<file path="src/rtl/secded_pkg.sv">
`timescale 1ns/1ps
// Shared helpers for the SECDED codec: check-bit count, data slot
// positions and parity-group cover masks. Assumes codewords of at most
// 64 bits.
package secded_pkg;

    // Number of Hamming check bits needed for a data width.
    function automatic int chk_bits(input int dw);
        int r;
        r = 0;
        while ((1 << r) < dw + r + 1) r++;
        return r;
    endfunction

    // True when p is a power of two (a check-bit position).
    function automatic bit is_pow2(input int p);
        return (p > 0) && ((p & (p - 1)) == 0);
    endfunction

    // Codeword position of data slot n (slot 0 is the lowest position).
    function automatic int slot_pos(input int slot);
        int p;
        int n;
        p = 0;
        n = -1;
        while (n < slot) begin
            p++;
            if (!is_pow2(p)) n++;
        end
        return p;
    endfunction

    // Positions 1..cw-1 whose index has bit k set.
    function automatic logic [63:0] cover_mask(input int k, input int cw);
        logic [63:0] m;
        m = '0;
        for (int p = 1; p < cw; p++) begin
            if (((p >> k) & 1) == 1) m[p] = 1'b1;
        end
        return m;
    endfunction

endpackage

</file>
<file path="src/rtl/secded_encode.sv">
`timescale 1ns/1ps
// Combinational odd-parity SECDED encoder. Places data bits in the
// non-power-of-two positions (MSB first), computes one check bit per
// power-of-two position and an overall parity bit at position 0.
module secded_encode
    import secded_pkg::*;
#(
    parameter int DATA_W = 8,
    localparam int CHK_W = chk_bits(DATA_W),
    localparam int CW_W  = DATA_W + CHK_W + 1
) (
    input  logic [DATA_W-1:0] data_i,
    output logic [CW_W-1:0]   word_o
);

    logic [CW_W-1:0]  placed;
    logic [CHK_W-1:0] chk;
    logic [CW_W-1:0]  with_chk;

    // Data slots, MSB in the lowest data position.
    for (genvar j = 0; j < DATA_W; j++) begin : g_slot
        localparam int POS = slot_pos(j);
        assign placed[POS] = data_i[DATA_W-1-j];
    end

    // Check and overall positions start empty.
    for (genvar p = 0; p < CW_W; p++) begin : g_hole
        if (p == 0 || is_pow2(p)) begin : g_zero
            assign placed[p] = 1'b0;
        end
    end

    // One odd-parity check bit per group.
    for (genvar k = 0; k < CHK_W; k++) begin : g_chk
        localparam logic [CW_W-1:0] COVER = CW_W'(cover_mask(k, CW_W));
        assign chk[k] = ~^(placed & COVER);
    end

    // Merge check bits into their positions.
    always_comb begin
        with_chk = placed;
        for (int k = 0; k < CHK_W; k++) with_chk[1 << k] = chk[k];
    end

    // Overall bit makes the whole word odd.
    assign word_o = {with_chk[CW_W-1:1], ~^with_chk[CW_W-1:1]};

endmodule

</file>
<file path="src/rtl/secded_syndrome.sv">
`timescale 1ns/1ps
// Combinational syndrome generator. A check fails when its group holds
// an even number of ones; the overall test fails when the whole word
// does.
module secded_syndrome
    import secded_pkg::*;
#(
    parameter int DATA_W = 8,
    localparam int CHK_W = chk_bits(DATA_W),
    localparam int CW_W  = DATA_W + CHK_W + 1
) (
    input  logic [CW_W-1:0]  word_i,
    output logic [CHK_W-1:0] synd_o,
    output logic             all_bad_o
);

    // One failing-check bit per group.
    for (genvar k = 0; k < CHK_W; k++) begin : g_synd
        localparam logic [CW_W-1:0] COVER = CW_W'(cover_mask(k, CW_W));
        assign synd_o[k] = ~^(word_i & COVER);
    end

    // Overall odd-parity test.
    assign all_bad_o = ~^word_i;

endmodule

</file>
<file path="src/rtl/secded_correct.sv">
`timescale 1ns/1ps
// Combinational classifier and corrector. Wrong overall parity means a
// single error at the syndrome position (0 = overall bit); a non-zero
// syndrome with good overall parity means a double error, left
// uncorrected.
module secded_correct
    import secded_pkg::*;
#(
    parameter int DATA_W = 8,
    localparam int CHK_W = chk_bits(DATA_W),
    localparam int CW_W  = DATA_W + CHK_W + 1
) (
    input  logic [CW_W-1:0]   word_i,
    input  logic [CHK_W-1:0]  synd_i,
    input  logic              all_bad_i,
    output logic [DATA_W-1:0] data_o,
    output logic              single_o,
    output logic              double_o,
    output logic [CHK_W-1:0]  pos_o
);

    logic [CW_W-1:0] flip;
    logic [CW_W-1:0] fixed;

    // One-hot flip mask at the syndrome position on a single error.
    always_comb begin
        for (int p = 0; p < CW_W; p++) begin
            flip[p] = all_bad_i && (synd_i == CHK_W'(p));
        end
    end

    assign fixed = word_i ^ flip;

    // Pull data back out of its slots.
    for (genvar j = 0; j < DATA_W; j++) begin : g_slot
        localparam int POS = slot_pos(j);
        assign data_o[DATA_W-1-j] = fixed[POS];
    end

    // Classification outputs.
    assign single_o = all_bad_i;
    assign double_o = !all_bad_i && (|synd_i);
    assign pos_o    = all_bad_i ? synd_i : '0;

endmodule

</file>
<file path="src/rtl/secded_codec.sv">
`timescale 1ns/1ps
// Top of the SECDED codec: an encoder path and an independent checker
// path, each with one register stage. Synchronous active-low reset
// clears every output.
module secded_codec
    import secded_pkg::*;
#(
    parameter int DATA_W = 8,
    localparam int CHK_W = chk_bits(DATA_W),
    localparam int CW_W  = DATA_W + CHK_W + 1
) (
    input  logic              clk,
    input  logic              rst_n,
    input  logic [DATA_W-1:0] enc_data_i,
    output logic [CW_W-1:0]   enc_word_o,
    input  logic [CW_W-1:0]   chk_word_i,
    output logic [DATA_W-1:0] chk_data_o,
    output logic              chk_single_o,
    output logic              chk_double_o,
    output logic [CHK_W-1:0]  chk_pos_o
);

    logic [CW_W-1:0]   enc_word;
    logic [CHK_W-1:0]  synd;
    logic              all_bad;
    logic [DATA_W-1:0] fix_data;
    logic              fix_single;
    logic              fix_double;
    logic [CHK_W-1:0]  fix_pos;

    secded_encode #(.DATA_W(DATA_W)) u_enc (
        .data_i (enc_data_i),
        .word_o (enc_word)
    );

    secded_syndrome #(.DATA_W(DATA_W)) u_syn (
        .word_i    (chk_word_i),
        .synd_o    (synd),
        .all_bad_o (all_bad)
    );

    secded_correct #(.DATA_W(DATA_W)) u_fix (
        .word_i    (chk_word_i),
        .synd_i    (synd),
        .all_bad_i (all_bad),
        .data_o    (fix_data),
        .single_o  (fix_single),
        .double_o  (fix_double),
        .pos_o     (fix_pos)
    );

    // Register the encoder result.
    always_ff @(posedge clk) begin
        if (!rst_n) enc_word_o <= '0;
        else        enc_word_o <= enc_word;
    end

    // Register the checker results.
    always_ff @(posedge clk) begin
        if (!rst_n) begin
            chk_data_o   <= '0;
            chk_single_o <= 1'b0;
            chk_double_o <= 1'b0;
            chk_pos_o    <= '0;
        end else begin
            chk_data_o   <= fix_data;
            chk_single_o <= fix_single;
            chk_double_o <= fix_double;
            chk_pos_o    <= fix_pos;
        end
    end

endmodule

</file>
<file path="config.mk">
export PLATFORM = sky130hd
export DESIGN_NAME = secded_codec
export DESIGN_NICKNAME = d
export VERILOG_FILES = /design/src/rtl/secded_pkg.sv /design/src/rtl/secded_encode.sv /design/src/rtl/secded_syndrome.sv /design/src/rtl/secded_correct.sv /design/src/rtl/secded_codec.sv
export SDC_FILE = /design/constraint.sdc
export NUM_CORES = 1
export LEC_CHECK = 0
export BUFFER_PORTS_ARGS = -buffer_cell sky130_fd_sc_hd__buf_2
export CELL_PAD_IN_SITES_DETAIL_PLACEMENT = 0
export CELL_PAD_IN_SITES_GLOBAL_PLACEMENT = 1
export CORE_MARGIN = 4
export CORE_UTILIZATION = 39
export DETAILED_ROUTE_END_ITERATION = 7
export GPL_TIMING_DRIVEN = 0
export PLACE_DENSITY = 0.8
export SLEW_MARGIN = 40
export SYNTH_ARGS = -nofsm -noshare
export SYNTH_HDL_FRONTEND = slang
export SYNTH_SLANG_ARGS = --single-unit
export TNS_END_PERCENT = 30
</file>
<file path="constraint.sdc">
create_clock -name clk -period 2.9 [get_ports clk]
set_input_delay 0.435 -clock clk [delete_from_list [all_inputs] [get_ports clk]]
set_output_delay 0.435 -clock clk [all_outputs]
set_load 0.02 [all_outputs]
</file>
==> reports/qor.csv, run 1 <==
stage,metric,value,unit
status,status,"finished, final reports clean",
cts,numCtsBuffers,3,
layout,fin_area,1710,µm²
sta,tns,0,ns
place,post_dp_cell_area,1680,µm²
sta,final.period_utilization,63.0,%
cts,cts-htree-levels,1,
layout,drive_gt1_share,31.9,%
die,io_pins,50,
layout,antenna_cells,0,
logic_synthesis,syn_nets,156,
logic_synthesis,ys_ff_latch,27,
logic_synthesis,avgSynthCellArea,10.4,µm²
power,power,1.01,mW
cts,cts_tree,built,
sta,worstMarginPinSlew,0.600,ns
grt,grt_use_total,14.3,%
logic_synthesis,syn_area,1380,µm²
grt,gr-total-overflow,0,
routing,dr.pass1.iters,4,
logic_synthesis,ys_seq_area_share,39.2,%
setup_path,cp_data_required_time,3.18,ns
power,pwr_density_cell,590,nW/µm²
sta,fin_crit,1.83,ns
grt,grt_pass1_vias,1111,
place,io_buffers,48,
logic_synthesis,ys_types,28,
setup_path,crit_slowest_cell,or3_1,
sta,max_freq,547,MHz
cts,cts.root.buffer_cell,clkbuf_4,
routing,drt-total-wl,2.86,mm
sta,setup_viol,0,
setup_path,critPathCaptureType,flip-flop,
setup_path,cp_max_fo,4,
sta,slew_headroom,59.7,%
sta,maxSlewViolCount,0,
setup_path,max_stage_delay,0.43,ns
setup_path,cp-start-kind,input port,
cts,numClockSinks,27,
sta,hold_ws,0.354,ns
routing,drc,0,
hold_path,hold_depth,2,
place,gp_congestion,0.743,
layout,final_net_count,209,
routing,num_vias,1051,
die,die_x,67.4,µm
routing,vias_per_cell,4.55,
setup_path,path_cells,"buf_2, xnor2_2, xor2_1, or3_1, a211oi_1, mux2i_1",
grt,grt_pass1_wl,4.86,mm
place,hpwl,2.36,mm
setup_path,arrival,2.10,ns
cts,cts_resized,0,
routing,detail-route-antenna-nets,0,
power,p_leak,0.780,nW
cts,postCtsHoldBufs,0,
cts,cts_setup_buffers,0,
sta,hold_viol,0,
grt,grt_max_degree,17,
die,die_area,4550,µm²
die,start_util,41.0,%
grt,grt_antenna_before_repair,0,
hold_path,hold_class,input port to flip-flop,
cts,clock_path_buffers,2,
setup_path,worst-setup-path-type,input port to flip-flop,
routing,drt_first_iter_violations,21,
cts,clkSlewWorstSetupHoldPaths,0.16,ns
routing,wire_per_inst,12.4,µm
die,row_count,21,
die,core,3360,µm²
sta,rsz0062_at_grt,no,
power,peakVddDrop,0.227,mV
logic_synthesis,yosys_warnings,0,
flow_run,maxCapViolCount,0,
layout,syn2layout_area_growth,23.8,%
die,die_h,67.4,µm
logic_synthesis,synthCells,133,
[registers in the layout, summed over array words and instances (netlist names)]
signal	cells
chk_data_o	8
chk_pos_o	4
chk_double_o	1
chk_single_o	1
enc_word_o	13
[placed cells by master (no fill, tap or decap), types with 3 or more instances in the layout]
cell type,n
xor2_1,7
a211oi_1,7
and2_1,8
nand2b_1,7
nand3_1,3
nor2_1,8
xnor3_1,4
nand2_1,12
buf_2,49
mux2i_1,7
xnor2_1,20
clkbuf_4,3
dfxtp_1,27
xnor2_2,3
[stage by stage]
step	std cells	utilization [%]	setup slack, ns
after global placement	227	49.8	0.764
after CTS	231	50.7	1.06
after floorplan	133	-	1.06
after detailed placement	227	49.8	0.697
after global routing	231	50.7	0.985
final	231	50.7	1.07
[worst paths after layout]
kind            end          start  slack, ns
max   chk_data_o[6]  chk_word_i[5]       1.07
min   enc_word_o[7]  enc_data_i[4]       0.35
[per-layer routing]
| metal | vias up | global-route usage [%] | share of wire, % |
|---|---|---|---|
| li1 | 544 | - | - |
| met2 | 27 | 25.4 | 51 |
| met1 | 476 | 16.0 | 42 |
| met3 | 4 | 3.99 | 5.9 |
| met4 | 0 | 5.57 | 1.3 |
| met5 | - | 0 | 0 |
[cell usage after synthesis]
library cell / n / area share, %
mux2i_1: 7 / 5.1
or3_4: 1 / 0.82
nand2_1: 12 / 3.3
a21oi_1: 2 / 0.73
o21ai_0: 1 / 0.36
xor2_1: 7 / 4.5
xnor2_1: 20 / 13
or3_1: 2 / 0.91
xor3_1: 1 / 1.7
a211oi_1: 7 / 3.8
a211o_1: 1 / 0.64
clkbuf_1: 2 / 0.55
nor3b_1: 1 / 0.55
nor4_1: 1 / 0.45
and2_1: 8 / 3.6
nor3_1: 1 / 0.36
nor2_1: 8 / 2.2
nand2b_4: 1 / 1.0
xnor3_1: 4 / 6.5
nand2b_1: 7 / 3.2
inv_1: 2 / 0.55
dfxtp_1: 27 / 39
xnor2_2: 3 / 3.5
o41ai_1: 1 / 0.64
xor2_2: 1 / 1.2
buf_2: 1 / 0.36
nand3_1: 3 / 1.1
and3_1: 1 / 0.45
[where the power goes]
| group | internal [mW] | switching (mW) |
|---|---|---|
| Sequential | 0.419 | 0.0108 |
| Clock | 0.0527 | 0.116 |
| Combinational | 0.175 | 0.233 |
[final cells by class]
class / count / area [µm²]
buffer: 3 / 12.5
clock buffer: 3 / 22.5
clock inverter: 1 / 7.51
fill: 358 / 1660
inverter: 2 / 7.51
multi-input combinational: 101 / 817
sequential: 27 / 541
tap: 46 / 57.6
timing repair buffer: 48 / 240
[critical path: cells and delay by family]
family,cells,cell delay [ns]
xor gates and xnor gates,2,0.54
muxes,1,0.22
and+or+nand+nor,1,0.43
buffers and inverters,1,0.12
AOI/OAI and AO/OA,1,0.35
[kinds of logic (layout without fill, tap and decap cells)]
family                 Yosys count  count (layout)  synth area share (%)
flip-flops                      27              27                  39.2
AO/OA/AOI/OAI                   12              12                  6.18
XOR/XNOR                        36              36                  30.2
buffers and inverters            5              57                  1.45
AND/OR/NAND/NOR                 46              46                  17.9
multiplexers                     7               7                  5.09
(Power assumes the default switching activity.)
==> inputs of run 2 (changes only) <==
--- a/config.mk
+++ b/config.mk
@@ -9,10 +9,10 @@
 export CELL_PAD_IN_SITES_DETAIL_PLACEMENT = 0
 export CELL_PAD_IN_SITES_GLOBAL_PLACEMENT = 1
 export CORE_MARGIN = 4
-export CORE_UTILIZATION = 39
+export CORE_UTILIZATION = 36
 export DETAILED_ROUTE_END_ITERATION = 7
 export GPL_TIMING_DRIVEN = 0
-export PLACE_DENSITY = 0.8
+export PLACE_DENSITY = 0.75
 export SLEW_MARGIN = 40
 export SYNTH_ARGS = -nofsm -noshare
 export SYNTH_HDL_FRONTEND = slang
==> constraint.sdc (replaced) <==
create_clock -name clk -period 1.7 [get_ports clk]
set_input_delay 0.255 -clock clk [delete_from_list [all_inputs] [get_ports clk]]
set_output_delay 0.255 -clock clk [all_outputs]
set_load 0.02 [all_outputs]
==> reports/qor.csv, run 2 (same netlist as run 1, synthesis figures left out) <==
stage,metric,value,unit,change
cts,numClockSinks,27,,unchanged
sta,max_freq,607,MHz,
sta,final.period_utilization,97.0,%,
sta,slew_headroom,61.5,%,was 59.7%
power,p_leak,0.797,nW,was 0.780 nW
setup_path,cp_top_family,XOR/XNOR gates,,unchanged
cts,clock_path_buffers,2,,unchanged
die,core,3690,µm²,was 3360 µm²
power,peakVddDrop,0.393,mV,was 0.227 mV
sta,fin_ws,0.0518,ns,was 1.07 ns
setup_path,cp-start-kind,input port,,unchanged
grt,grt_use_total,12.2,%,was 14.3%
routing,wire_per_inst,12.7,µm,was 12.4 µm
layout,stdcell_count,233,,was 231
layout,reg_top3,"enc_word_o: 13 flops, chk_data_o: 8 flops, chk_pos_o: 4 flops",,unchanged
cts,numCtsBuffers,3,,unchanged
setup_path,crit_buf_inv,1,,unchanged
setup_path,worst-setup-path-type,input port to flip-flop,,unchanged
routing,drt_first_iter_violations,41,,was 21
cts,postCtsHoldBufs,0,,unchanged
place,hpwl,2.24,mm,was 2.36 mm
setup_path,crit_slowest_cell,xnor3_2,,was or3_1
layout,final_net_count,209,,unchanged
cts,cts.root.buffer_cell,clkbuf_8,,was clkbuf_4
sta,setup_viol,0,,unchanged
die,start_util,37.3,%,was 41.0%
die,die_x,69.9,µm,was 67.4 µm
die,row_count,22,,was 21
hold_path,hold_class,input port to flip-flop,,unchanged
grt,grt_max_degree,17,,unchanged
routing,dr.pass1.iters,4,,unchanged
cts,cts_setup_buffers,0,,unchanged
die,die_area,4880,µm²,was 4550 µm²
routing,drt-total-wl,2.97,mm,was 2.86 mm
place,post-place-ws,-0.280,ns,was 0.697 ns
setup_path,arrival,1.85,ns,was 2.10 ns
sta,hold_viol,0,,unchanged
layout,drive_gt1_share,34.6,%,was 31.9%
layout,layout.cells.most_common_list,"49 x buf_2, 27 x dfxtp_1, 19 x xnor2_1",,"was 49 x buf_2, 27 x dfxtp_1, 20 x xnor2_1"
cts,cts_tree,built,,unchanged
status,status,"finished, final reports clean",,unchanged
routing,detail-route-antenna-nets,0,,unchanged
layout,final_common_cell,buf_2,,unchanged
die,die_h,69.9,µm,was 67.4 µm
routing,vias_per_cell,4.59,,was 4.55
setup_path,cp_max_fo,7,,was 4
hold_path,hp-start,enc_data_i[6],,was enc_data_i[4]
sta,maxSlewViolCount,0,,unchanged
place,dp_cells,229,,was 227
setup_path,critPathCaptureType,flip-flop,,unchanged
cts,clkSlewWorstSetupHoldPaths,0.10,ns,was 0.16 ns
grt,grt_pass1_wl,4.83,mm,was 4.86 mm
layout,regMostFlops,enc_word_o,,unchanged
cts,cts-htree-levels,1,,unchanged
grt,grt_antenna_before_repair,0,,unchanged
sta,tns,0,ns,unchanged
flow_run,maxCapViolCount,0,,unchanged
grt,gr-total-overflow,0,,unchanged
routing,drc,0,,unchanged
setup_path,cp_data_required_time,1.90,ns,was 3.18 ns
die,io_pins,50,,unchanged
sta,worstMarginPinSlew,0.573,ns,was 0.600 ns
setup_path,path_depth,6,,unchanged
place,io_buffers,48,,unchanged
hold_path,holdPathEnd,enc_word_o[5],,was enc_word_o[7]
layout,largest_reg_flops,13,,unchanged
place,gp_congestion,0.828,,was 0.743
grt,grt_pass1_vias,1020,,was 1111
layout,syn2layout_area_growth,28.2,%,was 23.8%
sta,fin_crit,1.65,ns,
setup_path,path_cells,"buf_2, xor2_2, xnor3_2, nand2b_4, a211oi_1, mux2i_1",,"was buf_2, xnor2_2, xor2_1, or3_1, a211oi_1, mux2i_1"
power,pwr_density_cell,1030,nW/µm²,was 590 nW/µm²
layout,antenna_cells,0,,unchanged
hold_path,hold_depth,2,,unchanged
routing,num_vias,1069,,was 1051
setup_path,max_stage_delay,0.55,ns,was 0.43 ns
run 2: per-layer routing:
layer / up-vias / routed length, µm / track usage [%]
li1: 549 / - / -
met4: 0 / 17 / 3.19
met5: - / 0 / 0
met2: 36 / 1400 / 20.7
met3: 2 / 242 / 4.17
met1: 482 / 1310 / 14.6
run 2: worst max path at each step:
stage             startpoint       endpoint  slack, ns
2_1_floorplan  chk_word_i[9]   chk_pos_o[1]       0.04
3_3_place_gp   chk_word_i[6]  chk_data_o[4]      -0.27
3_5_place_dp   chk_word_i[5]  chk_data_o[4]      -0.28
4_1_cts        chk_word_i[5]  chk_data_o[4]      0.007
5_1_grt        chk_word_i[3]  chk_data_o[6]      -0.02
6_report       chk_word_i[3]  chk_data_o[6]       0.05
run 2: metrics by stage:
stage          power [mW]  instance area (µm²)  hold slack, ns  utilization [%]
2_1_floorplan        1.26                 1380           0.377                -
3_3_place_gp         1.44                 1680           0.510             45.5
3_5_place_dp         1.45                 1680           0.512             45.5
4_1_cts              1.82                 1730           0.229             47.0
5_1_grt              1.94                 1770           0.234             47.9
6_report             1.82                 1770           0.232             47.9
run 2: layout make-up:
type	count	area, µm²
Buffer	3	12.5
Inverter	2	7.51
Tap cell	48	60.1
Sequential cell	27	541
Clock buffer	3	41.3
Fill cell	375	1920
Multi-Input combinational cell	101	856
Timing Repair Buffer	48	240
Clock inverter	1	7.51
run 2: what timing repair did:
action / CTS / global route
setup endpoints to repair: 1 / 9
resized for setup: 1 / 6
cloned: 0 / 0
pin swaps: 0 / 0
run 2: power by group:
| group | switching (mW) | leakage (nW) | internal, mW | total [mW] |
|---|---|---|---|---|
| combinational | 0.407 | 0.551 | 0.309 | 0.716 |
| clock | 0.204 | 0.0217 | 0.166 | 0.370 |
| sequential | 0.0174 | 0.225 | 0.715 | 0.732 |
| total | 0.628 | 0.797 | 1.19 | 1.82 |
